==> src/rtl/rv_imm_pkg.sv <==
package rv_imm_pkg;

    // Format code driven on fmt_o
    typedef enum logic [2:0] {
        FMT_NONE = 3'd0,
        FMT_I    = 3'd1,
        FMT_S    = 3'd2,
        FMT_B    = 3'd3,
        FMT_U    = 3'd4,
        FMT_J    = 3'd5
    } imm_fmt_e;

    localparam int unsigned INSN_W = 32;
    localparam int unsigned OPC_W  = 7;

    // Opcodes that carry an immediate
    localparam logic [OPC_W-1:0] OPC_ARITH_IMM = 7'b0010011;
    localparam logic [OPC_W-1:0] OPC_LOAD      = 7'b0000011;
    localparam logic [OPC_W-1:0] OPC_JUMP_REG  = 7'b1100111;
    localparam logic [OPC_W-1:0] OPC_STORE     = 7'b0100011;
    localparam logic [OPC_W-1:0] OPC_BRANCH    = 7'b1100011;
    localparam logic [OPC_W-1:0] OPC_UPPER     = 7'b0110111;
    localparam logic [OPC_W-1:0] OPC_UPPER_PC  = 7'b0010111;
    localparam logic [OPC_W-1:0] OPC_JUMP      = 7'b1101111;

endpackage

==> src/rtl/rv_imm_opdec.sv <==
module rv_imm_opdec
    import rv_imm_pkg::*;
(
    input  logic [OPC_W-1:0] opcode_i,
    output imm_fmt_e         fmt_o
);

    always_comb begin
        unique case (opcode_i)
            OPC_ARITH_IMM,
            OPC_LOAD,
            OPC_JUMP_REG:  fmt_o = FMT_I;
            OPC_STORE:     fmt_o = FMT_S;
            OPC_BRANCH:    fmt_o = FMT_B;
            OPC_UPPER,
            OPC_UPPER_PC:  fmt_o = FMT_U;
            OPC_JUMP:      fmt_o = FMT_J;
            default:       fmt_o = FMT_NONE;
        endcase
    end

endmodule

==> src/rtl/rv_imm_fields.sv <==
module rv_imm_fields
    import rv_imm_pkg::*;
#(
    parameter int unsigned XLEN = 32
) (
    input  logic [INSN_W-1:7] payload_i,
    output logic [XLEN-1:0]   imm_i_o,
    output logic [XLEN-1:0]   imm_s_o,
    output logic [XLEN-1:0]   imm_b_o,
    output logic [XLEN-1:0]   imm_u_o,
    output logic [XLEN-1:0]   imm_j_o
);

    // Raw widths of each reassembled field (sign bit included)
    localparam int unsigned W12 = 12;
    localparam int unsigned W13 = 13;
    localparam int unsigned W21 = 21;
    localparam int unsigned W32 = 32;

    logic            sgn;
    logic [W12-1:0]  raw_i;
    logic [W12-1:0]  raw_s;
    logic [W13-1:0]  raw_b;
    logic [W32-1:0]  raw_u;
    logic [W21-1:0]  raw_j;

    assign sgn   = payload_i[31];
    assign raw_i = payload_i[31:20];
    assign raw_s = {payload_i[31:25], payload_i[11:7]};
    assign raw_b = {payload_i[31], payload_i[7], payload_i[30:25], payload_i[11:8], 1'b0};
    assign raw_u = {payload_i[31:12], 12'h000};
    assign raw_j = {payload_i[31], payload_i[19:12], payload_i[20], payload_i[30:21], 1'b0};

    assign imm_i_o = {{(XLEN-W12){sgn}}, raw_i};
    assign imm_s_o = {{(XLEN-W12){sgn}}, raw_s};
    assign imm_b_o = {{(XLEN-W13){sgn}}, raw_b};
    assign imm_j_o = {{(XLEN-W21){sgn}}, raw_j};

    // U needs extension only when the datapath is wider than the word
    generate
        if (XLEN > W32) begin : g_u_wide
            assign imm_u_o = {{(XLEN-W32){sgn}}, raw_u};
        end else begin : g_u_exact
            assign imm_u_o = raw_u;
        end
    endgenerate

endmodule

==> src/rtl/rv_imm_select.sv <==
module rv_imm_select
    import rv_imm_pkg::*;
#(
    parameter int unsigned XLEN = 32
) (
    input  imm_fmt_e        fmt_i,
    input  logic [XLEN-1:0] imm_i_i,
    input  logic [XLEN-1:0] imm_s_i,
    input  logic [XLEN-1:0] imm_b_i,
    input  logic [XLEN-1:0] imm_u_i,
    input  logic [XLEN-1:0] imm_j_i,
    output logic [XLEN-1:0] imm_o
);

    always_comb begin
        unique case (fmt_i)
            FMT_I:   imm_o = imm_i_i;
            FMT_S:   imm_o = imm_s_i;
            FMT_B:   imm_o = imm_b_i;
            FMT_U:   imm_o = imm_u_i;
            FMT_J:   imm_o = imm_j_i;
            default: imm_o = '0;
        endcase
    end

endmodule

==> src/rtl/rv_imm_gen.sv <==
module rv_imm_gen
    import rv_imm_pkg::*;
#(
    parameter int unsigned XLEN = 32
) (
    input  logic [31:0]     instr_i,
    output logic [XLEN-1:0] imm_o,
    output logic [2:0]      fmt_o
);

    imm_fmt_e        fmt;
    logic [XLEN-1:0] c_i;
    logic [XLEN-1:0] c_s;
    logic [XLEN-1:0] c_b;
    logic [XLEN-1:0] c_u;
    logic [XLEN-1:0] c_j;

    rv_imm_opdec u_opdec (
        .opcode_i (instr_i[OPC_W-1:0]),
        .fmt_o    (fmt)
    );

    rv_imm_fields #(.XLEN(XLEN)) u_fields (
        .payload_i (instr_i[INSN_W-1:7]),
        .imm_i_o   (c_i),
        .imm_s_o   (c_s),
        .imm_b_o   (c_b),
        .imm_u_o   (c_u),
        .imm_j_o   (c_j)
    );

    rv_imm_select #(.XLEN(XLEN)) u_select (
        .fmt_i   (fmt),
        .imm_i_i (c_i),
        .imm_s_i (c_s),
        .imm_b_i (c_b),
        .imm_u_i (c_u),
        .imm_j_i (c_j),
        .imm_o   (imm_o)
    );

    assign fmt_o = fmt;

endmodule

==> config.mk <==
export PLATFORM = sky130hd
export DESIGN_NAME = rv_imm_gen
export DESIGN_NICKNAME = d
export VERILOG_FILES = /design/src/rtl/rv_imm_pkg.sv /design/src/rtl/rv_imm_opdec.sv /design/src/rtl/rv_imm_fields.sv /design/src/rtl/rv_imm_select.sv /design/src/rtl/rv_imm_gen.sv
export SDC_FILE = /design/constraint.sdc
export NUM_CORES = 1
export LEC_CHECK = 0
export CORE_ASPECT_RATIO = 0.8
export CORE_UTILIZATION = 35
export DETAILED_ROUTE_END_ITERATION = 8
export PLACE_DENSITY_LB_ADDON = 0.05
export REMOVE_ABC_BUFFERS = 1
export SYNTH_ARGS = -nofsm -noshare
export SYNTH_HDL_FRONTEND = slang
export SYNTH_SLANG_ARGS = --single-unit
==> constraint.sdc <==
create_clock -name vclk -period 6.2
set_clock_uncertainty 0.05 [all_clocks]
set_input_delay 0.93 -clock vclk [all_inputs]
set_output_delay 0.93 -clock vclk [all_outputs]
set_load 0.005 [all_outputs]
==> key figures, run 1 <==
Status
  – Status: finished clean

Cells and area
  – Seq cells: 0
  – Reg area: 0 um^2
  – Non-Filler Instances: 201
  – Layout area overhead: 90.11%
  – Multi-input gate area: 626.9 um^2
  – Antenna cells: 0
  – Nets@finish: about 210
  – Fillers: between 150 and 200
  – Final instance area: 1346 um^2
  – Clock Buffer Count: 0
  – Layout cells sized above 1: around 4.0%

STA
  – Fin crit share: 78.27%
  – Tmin final: roughly 4900 ps
  – Final Hold Vio Count: 0
  – RSZ-0062 raised after global routing: false
  – Worst hold slack: ~2800 ps
  – Fmax achieved: a little over 0.2 GHz
  – Final Max Tran Viols: 0
  – Final setup vio count: 0
  – Setup_tns: 0 ps
  – Max-slew headroom: 44.91%
  – Worst slew pin tran: between 800 and 900 ps

Critical path
  – Worst Path Max Fanout: 11
  – CP bufs+invs: 2
  – Crit-path slowest cell: clkdlybuf4s50_1
  – Cells along the critical path: clkdlybuf4s50_1 -> nor3b_2 -> nand2_1 -> ha_1 -> a211oi_2 -> a21boi_0 -> o22ai_1 -> clkdlybuf4s50_1
  – Startpoint Class: input port
  – Worst path max stage delay: 570 ps
  – Worst Path Arrival: 3870 ps
  – Critical Path End Type: output port
  – Crit Path Category: in -> out
  – Top delay family on crit path: buffers and inverters
  – Crit path top cell by count: clkdlybuf4s50_1
  – CP required: approximately 5200 ps

Power
  – Final Total Pwr: 38.33 uW
  – Pwr dens: approximately 28 nW/um^2
  – Lkg Pwr: approximately 0.00045 uW
  – Max VDD drop: approximately 29 uV

Synth
  – Sequential-to-total area share from yosys stat: 0%
  – Number of distinct library cells after synthesis: 42
  – Cell Area, Synth: approximately 710 um^2
  – Synth Instances: approximately 120
  – Post-synthesis average cell area: approximately 6.0 um^2
  – YS warnings: 0

Detailed routing
  – Detailed-route vias per instance: around 5.3
  – DRT Pass-1 Iters: 4
  – DR iter-0 viols: 27
  – Final wirelength: between 2 and 2.5 mm
  – Routed len/inst: between 10 and 15 um
  – Final antenna-violating net count: 0
  – DRC: 0
  – Via count: ~1100

Die
  – Die X: approximately 52 um
  – Number of core rows: 14
  – Die height: between 40 and 50 um
  – IO Pins: 67
  – Core area: between 1500 and 2000 um^2
  – DIE AREA: around 2200 um^2
  – Initial Util: between 30% and 40%

Place
  – Port Buffers: 67
  – Dpl cells: roughly 200
  – Final RePlAce weighted congestion: between 0.9 and 1
  – DP HPWL: about 2 mm
  – Placed cell areas: approximately 1300 um^2

Global routing
  – Largest net degree at the start of global routing: 25
  – Initial antenna violation count: 0
  – Global-route wire length before repair: 3.795 mm
  – Vias in the first global route: between 800 and 900
  – Grt ovf: 0
  – Gr usage total: around a fifth

Clocking
  – Post-CTS Setup Inserts: 0
  – Post-CTS Hold Fix Bufs: 0
  – Post_cts resized: 0

Job
  – Max-cap violations: 0

Min path
  – Hold Crit Class: in -> out
## power by group
part | internal (uW) | switching, uW | total [uW] | leakage (uW)
clock | 0 | 0 | 0 | 0
combinational | 23.5 | 14.8 | 38.3 | 0.000453
sequential | 0 | 0 | 0 | 0
## synthesized netlist by cell type, drive strengths merged (2+ instances only)
master | count | area [um^2]
o211ai | 5 | 37.54
nand3 | 3 | 15.01
and3b | 2 | 17.52
inv | 3 | 11.26
nor2b | 2 | 12.51
o211a | 2 | 20.02
clkbuf | 3 | 12.51
buf | 7 | 57.55
nor3 | 3 | 26.28
and2 | 8 | 52.55
nand2 | 30 | 112.6
a211oi | 2 | 20.02
a21oi | 25 | 128.9
and3 | 2 | 12.51
a21boi | 2 | 15.01
## per-stage QoR
stage | setup WS, ps | utilization (%)
after floorplan | 2551 | -
after detailed placement | 1336 | 71.16
after global routing | 1092 | 71.16
final | 1347 | 71.16
after global placement | 1462 | 71.16
after CTS | 1319 | 71.16
## cells by family after synthesis
group | count (synthesis) | share of synthesized area [%]
XOR/XNOR | 1 | 1.237
AND/OR/NAND/NOR | 60 | 45.76
AO/OA/AOI/OAI | 43 | 38.34
buffers and inverters | 13 | 11.48
adder cells (fa/ha/maj) | 2 | 3.180
## path summary, 6_finish.rpt
kind,slack (ps),from,cells after the start,endpoint
setup / recovery,1350,instr_i[3],8,imm_o[11]
hold / removal,2750,instr_i[17],4,imm_o[17]
## layout by cell type (no fill, tap or decap), types with 2 or more instances in the layout
cell,Yosys,layout
a21boi_0,2,2
a21oi_1,24,24
and2_1,7,7
and3_1,2,2
and3b_1,2,2
clkdlybuf4s50_1,0,67
inv_1,3,3
nand2_1,30,30
nand3_1,3,3
nor2b_1,2,2
nor3_1,2,2
o211a_1,2,2
o211ai_1,5,5
## cell type report
type	count	area share (%)
tap	24	2.230
inverter	3	0.8364
timing repair buffer	68	50.37
multi-input combinational	106	46.56
## routing by layer
metal | part of all wire (%) | wire length [um] | GRT usage, % | vias up
li1 | - | - | - | 543
met1 | 45 | 1093 | 29.35 | 469
met2 | 47 | 1158 | 37.72 | 48
met3 | 8.3 | 203 | 1.449 | 0
met4 | 0 | 0 | 0 | 0
met5 | 0 | 0 | 0 | -
Note: power is estimated with default switching activity, not from simulation.
==> inputs of run 2 (changes only) <==
--- a/config.mk
+++ b/config.mk
@@ -6,7 +6,7 @@
 export NUM_CORES = 1
 export LEC_CHECK = 0
 export CORE_ASPECT_RATIO = 0.8
-export CORE_UTILIZATION = 35
+export CORE_UTILIZATION = 32
 export DETAILED_ROUTE_END_ITERATION = 8
 export PLACE_DENSITY_LB_ADDON = 0.05
 export REMOVE_ABC_BUFFERS = 1
==> constraint.sdc (replaced) <==
create_clock -name vclk -period 4.6
set_clock_uncertainty 0.05 [all_clocks]
set_input_delay 0.69 -clock vclk [all_inputs]
set_output_delay 0.69 -clock vclk [all_outputs]
set_load 0.005 [all_outputs]
==> run 2 against run 1 <==
Critical path depth increased by 1. Cell area is 1.7% higher. Cell count grew 1.5%. Global-route usage grew 0.21 points. Critical path type unchanged. Largest cell class unchanged.
==> key figures, run 2 (synthesized netlist as in run 1, its figures left out) <==
Status
  – Status: finished clean

Die
  – Die X: roughly 55 um
  – Initial Util: a little over a third
  – IO Pins: 67
  – Core area: just under 2000 um^2
  – DIE AREA: approximately 2400 um^2
  – Die height: about 44 um
  – Number of core rows: 14

Critical path
  – Cells along the critical path: clkdlybuf4s50_1 -> nor3b_2 -> nand2_1 -> ha_1 -> nor2b_1 -> o211ai_1 -> a22oi_1 -> and2_1 -> clkdlybuf4s50_1
  – Crit path to: imm_o[10]
  – CP bufs+invs: 2
  – Crit Path Category: in -> out
  – Critical Path End Type: output port
  – Cell count along the critical path: 9
  – Crit-path slowest cell: clkdlybuf4s50_1
  – CP required: 3860 ps
  – Top delay family on crit path: buffers and inverters
  – Worst Setup SP: instr_i[3]
  – Crit path top cell by count: clkdlybuf4s50_1
  – Worst path max stage delay: 570 ps
  – Startpoint Class: input port
  – Worst Path Arrival: roughly 3600 ps
  – Worst Path Max Fanout: 9

Detailed routing
  – DRT Pass-1 Iters: 5
  – DRC: 0
  – Routed len/inst: between 10 and 15 um
  – Final wirelength: about 2.6 mm
  – DR iter-0 viols: 30
  – Via count: between 1000 and 1500
  – Final antenna-violating net count: 0
  – Detailed-route vias per instance: roughly 5.4

Cells and area
  – Antenna cells: 0
  – Layout area overhead: 93.29%
  – Seq cells: 0
  – Layout cells sized above 1: roughly 5.6%
  – Util after Layout: around 70%
  – Clock Buffer Count: 0
  – Most frequent cells in the layout: clkdlybuf4s50_1 (67), nand2_1 (30), a21oi_1 (24)
  – Reg area: 0 um^2
  – Commonest non-fill, non-tap cell in the layout: clkdlybuf4s50_1
  – Nets@finish: about 220
  – Final instance area: roughly 1400 um^2

Global routing
  – Largest net degree at the start of global routing: 25
  – Global-route wire length before repair: just under 4 mm
  – Gr usage total: 21.43%
  – Grt ovf: 0
  – Initial antenna violation count: 0
  – Vias in the first global route: 912

Place
  – DP HPWL: about 2.1 mm
  – Dpl ws: between 300 and 400 ps
  – Port Buffers: 67
  – Final RePlAce weighted congestion: between 0.8 and 0.9
  – Placed cell areas: ~1400 um^2

STA
  – Final setup vio count: 0
  – RSZ-0062 raised after global routing: false
  – Fin crit share: a little over nine tenths
  – Final Hold Vio Count: 0
  – Fmax achieved: approximately 0.23 GHz
  – Max-slew headroom: 71.79%
  – Final Max Tran Viols: 0
  – Worst slew pin tran: 423.1 ps
  – Tmin final: ~4300 ps
  – Setup_tns: 0 ps
  – Final worst slack: around 280 ps

Min path
  – Hold Crit Class: in -> out

Clocking
  – Post-CTS Hold Fix Bufs: 0
  – Post_cts resized: 0
  – Post-CTS Setup Inserts: 0

Power
  – Max VDD drop: 32.57 uV
  – Lkg Pwr: 0.0004678 uW
  – Pwr dens: around 39 nW/um^2

Job
  – Max-cap violations: 0
[run 2: worst min-delay path by stage]
stage,startpoint,cells after the start,end
2_1_floorplan,instr_i[31],1,imm_o[31]
3_3_place_gp,instr_i[16],4,imm_o[16]
3_5_place_dp,instr_i[16],4,imm_o[16]
4_1_cts,instr_i[14],4,imm_o[14]
5_1_grt,instr_i[14],4,imm_o[14]
6_report,instr_i[16],4,imm_o[16]
[run 2: area by class of cell]
| type | count | area (um^2) |
|---|---|---|
| Tap cell | 24 | 30.03 |
| Fill cell | 179 | 610.6 |
| Inverter | 3 | 11.26 |
| Timing Repair Buffer | 71 | 700.7 |
| Multi-Input combinational cell | 106 | 626.9 |
[run 2: per-stage QoR]
step                      total power, uW  std cells  hold slack (ps)
after global placement              51.65        204             2263
after CTS                           52.42        204             2271
after detailed placement            52.24        204             2265
final                               52.77        204             2266
after global routing                56.92        204             2308
after floorplan                     14.18        109             1426
[run 2: tightest hold or removal path: cells and delay by family]
family	cells	cell delay [ps]
buf+inv	2	830
simple gates	1	60
compound gates	1	50
[run 2: routing by layer]
metal  up-vias  GRT usage [%]  routed length (um)
met2        54          37.35                1190
met1       498          28.04                1154
li1        548              -                   -
met5         -              0                   0
met4         0          3.077                  17
met3         4          3.093                 232
[run 2: report_power, final]
part           leakage, uW  total (uW)  switching, uW  internal (uW)
clock network            0           0              0              0
logic             0.000468        52.8           20.1           32.6
registers                0           0              0              0
